===== config.mk =====
export PLATFORM = sky130hd
export DESIGN_NAME = crc32r_unit
export DESIGN_NICKNAME = d
export VERILOG_FILES = /design/src/rtl/crc32r_pkg.sv /design/src/rtl/crc32r_lane.sv /design/src/rtl/crc32r_core.sv /design/src/rtl/crc32r_stage.sv /design/src/rtl/crc32r_unit.sv
export SDC_FILE = /design/constraint.sdc
export NUM_CORES = 1
export LEC_CHECK = 0
export BUFFER_PORTS_ARGS = -buffer_cell sky130_fd_sc_hd__buf_2
export CORE_UTILIZATION = 35
export CTS_CLUSTER_DIAMETER = 60
export DETAILED_ROUTE_END_ITERATION = 7
export PLACE_DENSITY = 0.56
export SKIP_CTS_REPAIR_TIMING = 1
export SLEW_MARGIN = 20
export SYNTH_ARGS = -nofsm -noshare
export SYNTH_HDL_FRONTEND = slang
export SYNTH_SLANG_ARGS = --single-unit

===== constraint.sdc =====
create_clock -name clk -period 6.2 [get_ports clk]
set_input_delay 0.31 -clock clk [delete_from_list [all_inputs] [get_ports clk]]
set_output_delay 0.31 -clock clk [all_outputs]
set_load 0.005 [all_outputs]

===== src/rtl/crc32r_pkg.sv =====
package crc32r_pkg;
  localparam int unsigned CRC_W  = 32;
  localparam int unsigned DATA_W = 64;
  localparam int unsigned N_SIZE = 4;
  localparam int unsigned MIN_W  = 8;
  localparam int unsigned SIZE_W = $clog2(N_SIZE);

  // Generator in MSB-first form
  localparam logic [CRC_W-1:0] GEN_NORMAL = 32'h04C11DB7;

  typedef enum logic [SIZE_W-1:0] {
    SZ_8  = 2'b00,
    SZ_16 = 2'b01,
    SZ_32 = 2'b10,
    SZ_64 = 2'b11
  } crc_size_e;

  function automatic logic [CRC_W-1:0] flip32(input logic [CRC_W-1:0] v);
    logic [CRC_W-1:0] r;
    for (int i = 0; i < CRC_W; i++) r[i] = v[CRC_W-1-i];
    return r;
  endfunction

  // Generator for LSB-first shifting
  localparam logic [CRC_W-1:0] GEN_REFL = flip32(GEN_NORMAL);
endpackage


===== src/rtl/crc32r_lane.sv =====
module crc32r_lane
  import crc32r_pkg::*;
#(
  parameter int unsigned DW = 8
) (
  input  logic [CRC_W-1:0] acc,
  input  logic [DW-1:0]    data,
  output logic [CRC_W-1:0] crc
);
  // Unrolled LSB-first shift network for one operand width
  always_comb begin
    logic [CRC_W-1:0] c;
    logic             fb;
    c = acc;
    for (int i = 0; i < DW; i++) begin
      fb = c[0] ^ data[i];
      c  = (c >> 1) ^ (fb ? GEN_REFL : '0);
    end
    crc = c;
  end
endmodule


===== src/rtl/crc32r_core.sv =====
module crc32r_core
  import crc32r_pkg::*;
(
  input  logic [CRC_W-1:0]  acc,
  input  logic [DATA_W-1:0] data,
  input  logic [SIZE_W-1:0] size,
  output logic [CRC_W-1:0]  crc
);
  logic [CRC_W-1:0] lane_out [N_SIZE];

  for (genvar k = 0; k < N_SIZE; k++) begin : g_lane
    localparam int unsigned LW = MIN_W << k;
    crc32r_lane #(.DW(LW)) i_lane (
      .acc  (acc),
      .data (data[LW-1:0]),
      .crc  (lane_out[k])
    );
  end

  assign crc = lane_out[size];
endmodule


===== src/rtl/crc32r_stage.sv =====
module crc32r_stage #(
  parameter int unsigned W = 32
) (
  input  logic         clk,
  input  logic         rst,
  input  logic         up_valid,
  output logic         up_ready,
  input  logic [W-1:0] up_data,
  output logic         dn_valid,
  input  logic         dn_ready,
  output logic [W-1:0] dn_data
);
  logic         vld_q;
  logic [W-1:0] dat_q;

  assign up_ready = !vld_q || dn_ready;

  always_ff @(posedge clk) begin
    if (rst) begin
      vld_q <= 1'b0;
    end else if (up_ready) begin
      vld_q <= up_valid;
    end
  end

  always_ff @(posedge clk) begin
    if (up_valid && up_ready) dat_q <= up_data;
  end

  assign dn_valid = vld_q;
  assign dn_data  = dat_q;
endmodule


===== src/rtl/crc32r_unit.sv =====
module crc32r_unit
  import crc32r_pkg::*;
(
  input  logic        clk,
  input  logic        rst,
  input  logic        in_valid,
  output logic        in_ready,
  input  logic [31:0] in_acc,
  input  logic [63:0] in_data,
  input  logic [1:0]  in_size,
  output logic        out_valid,
  input  logic        out_ready,
  output logic [31:0] out_crc
);
  logic [CRC_W-1:0] next_crc;

  crc32r_core i_core (
    .acc  (in_acc),
    .data (in_data),
    .size (in_size),
    .crc  (next_crc)
  );

  crc32r_stage #(.W(CRC_W)) i_stage (
    .clk      (clk),
    .rst      (rst),
    .up_valid (in_valid),
    .up_ready (in_ready),
    .up_data  (next_crc),
    .dn_valid (out_valid),
    .dn_ready (out_ready),
    .dn_data  (out_crc)
  );
endmodule


==> run metrics <==
area leader, netlist=xnor3_1; number of remaining DRC errors=0; RePlAce Congestion=around 0.92; post-synth top area share=28.1%; Setup-failing EPs final=0; Worst slew margin=between 30% and 40%; first-pass GRT wire length=49500 um; drt pass-1 iters=5; # clock sinks=33; core area=28800 um^2; CTS tree=yes; Max stage delay on crit path=approximately 0.51 ns; Hold Path Class=primary input to register; total gr overflow=0; largest net degree at the start of global routing=53; status=complete, no violations; num ports=136; Final Hold Viols=0; DR iter-0 viols=553; Setup crit end kind=register; layout cells sized above 1=46.8%; WP buf/inv=4; Total GRT Usage=22.9%; routed vias=7251; vias in the first global route=roughly 7500; post-DP HPWL=30400 um; Clock transition at path regs=0.05 ns; slowest CP cell=xnor3_2; max frequency=approximately 0.16 GHz; Worst setup SP type=primary input; final-layout fill cell count=2654; Yosys cell types=43; DR WL/cell=21.8 um; pin slew with the least headroom to its limit=0.965 ns; Post-Syn Instances=783; later-pin clock latency in the skew report=0.28 ns; Final Cycle Share=98.6%; drt via density=4.63; final worst slack=slightly below 0.09 ns; CP Class=primary input to register; Maximum Capacitance Violations=0; synth warn=0; CTS root buf=clkbuf_16; final max-slew violation count=0; Layout Nets=1284; Layout area overhead=35.4%; CP max FO=4; Die Footprint=30000 um^2; Post-Route WL=between 30000 and 40000 um; DIE WIDTH=173 um; ant diodes=0; pre-CTS worst setup slack=-0.409 ns; CTS Buf Count=5; Synth Cell Area=10300 um^2; Clock Path Buffers=2; flops & latches, synth=33; most frequent cells in the layout=xnor2_1, buf_4, buf_2; critical path's top delay family=XOR/XNOR gates; initial antenna violation count=0; most common cell after layout, fill and taps aside=xnor2_1; Starting Density=35.7%; minimum clock period=6.11 ns; die height=173 um; port bufs=135; most used cell, CP=xnor3_2; Routed Antenna Nets=0; Critical Path, Cell by Cell=buf_2, xnor2_4, xnor3_2, buf_4, xor3_1, xnor3_2, buf_4, xnor3_1, xnor2_1, xnor3_2, xnor3_1, buf_4, xnor3_1, xnor2_1, xnor3_2, xnor3_2, xnor2_2, xor3_1, o221ai_1; CTS H-Tree Depth=2; Final Skew=between 0.002 and 0.0025 ns; Worst EP required=around 6.3 ns; sequential fraction of the synthesis area=a little under a tenth; Std-Cell Rows=between 60 and 70; Synthesized Nets=885; post-layout util=48.4%; ranking of synthesized cells by area=xnor3_1, xnor2_1, edfxtp_1; Synth Area per Inst=13.1 um^2; CP arrival=between 6 and 7 ns; unrepaired setup endpoints after global routing=yes
[metal layers]
metal	track usage [%]	vias up	share of wire, %
li1	-	3453	-
met1	33.1	3513	47
met2	37.2	258	46
met3	2.98	27	6.3
met4	3.50	0	1.4
met5	0	-	0
[registers in the layout, summed over array words and instances (netlist names)]
name and count:
i_stage.dn_data 32, i_stage.dn_valid 1
[cells in the mapped netlist, drive strengths merged]
master	instances
a31o	1
nor3	1
dfxtp	1
a221o	1
a22oi	1
xor2	114
clkbuf	11
mux2i	5
xor3	27
xnor2	327
mux4	9
nor2	30
o21ai	14
edfxtp	32
o221ai	2
nand2b	2
xnor3	141
mux2	2
a21o	2
a222oi	1
nor2b	1
o22a	1
buf	11
o32a	1
o32ai	1
o31a	1
a211oi	5
o22ai	2
and2	2
a221oi	2
inv	5
a21oi	20
nand2	7
[path summary, 6_finish.rpt]
kind / start / to / slack, ns / cells after the start
max: in_acc[3] / i_stage.dn_data[23] / 0.09 / 19
min: rst / i_stage.dn_valid / 0.19 / 2
max reg2reg: i_stage.dn_valid / i_stage.dn_data[7] / 4.93 / 3
min reg2reg: i_stage.dn_valid / i_stage.dn_valid / 0.52 / 2
[through the flow]
step           cells  hold WS, ns  area [um^2]  TNS [ns]
2_1_floorplan    783        0.379        10300         0
3_3_place_gp    1552        0.470        13500     -4.09
3_5_place_dp    1552        0.478        13500     -6.25
4_1_cts         1560        0.188        13700    -0.576
5_1_grt         1567        0.188        13900    -0.107
6_report        1567        0.187        13900         0
[worst register-to-register path: cells and delay by family, from the launching register on]
kind | cells | cell delay (ns)
buf+inv | 1 | 0.37
flops | 1 | 0.30
simple gates | 2 | 0.24
[cell families after synthesis]
logic type,synth area share [%]
buffers and inverters,1.32
muxes,2.68
xor gates and xnor gates,81.4
DFF,9.55
AOI/OAI and AO/OA,3.34
and+or+nand+nor,1.70
[layout make-up]
| class | count | area (um^2) | share of cell area (%) |
|---|---|---|---|
| tap | 384 | 480 | 3.45 |
| sequential | 33 | 981 | 7.05 |
| multi-input combinational | 723 | 9420 | 67.7 |
| inverter | 5 | 18.8 | 0.135 |
| clock buffer | 5 | 125 | 0.899 |
| timing repair buffer | 414 | 2870 | 20.7 |
| clock inverter | 3 | 17.5 | 0.126 |
Power is not shown: default switching activity piles up to over one toggle a cycle in this logic, so the estimate is an artifact.
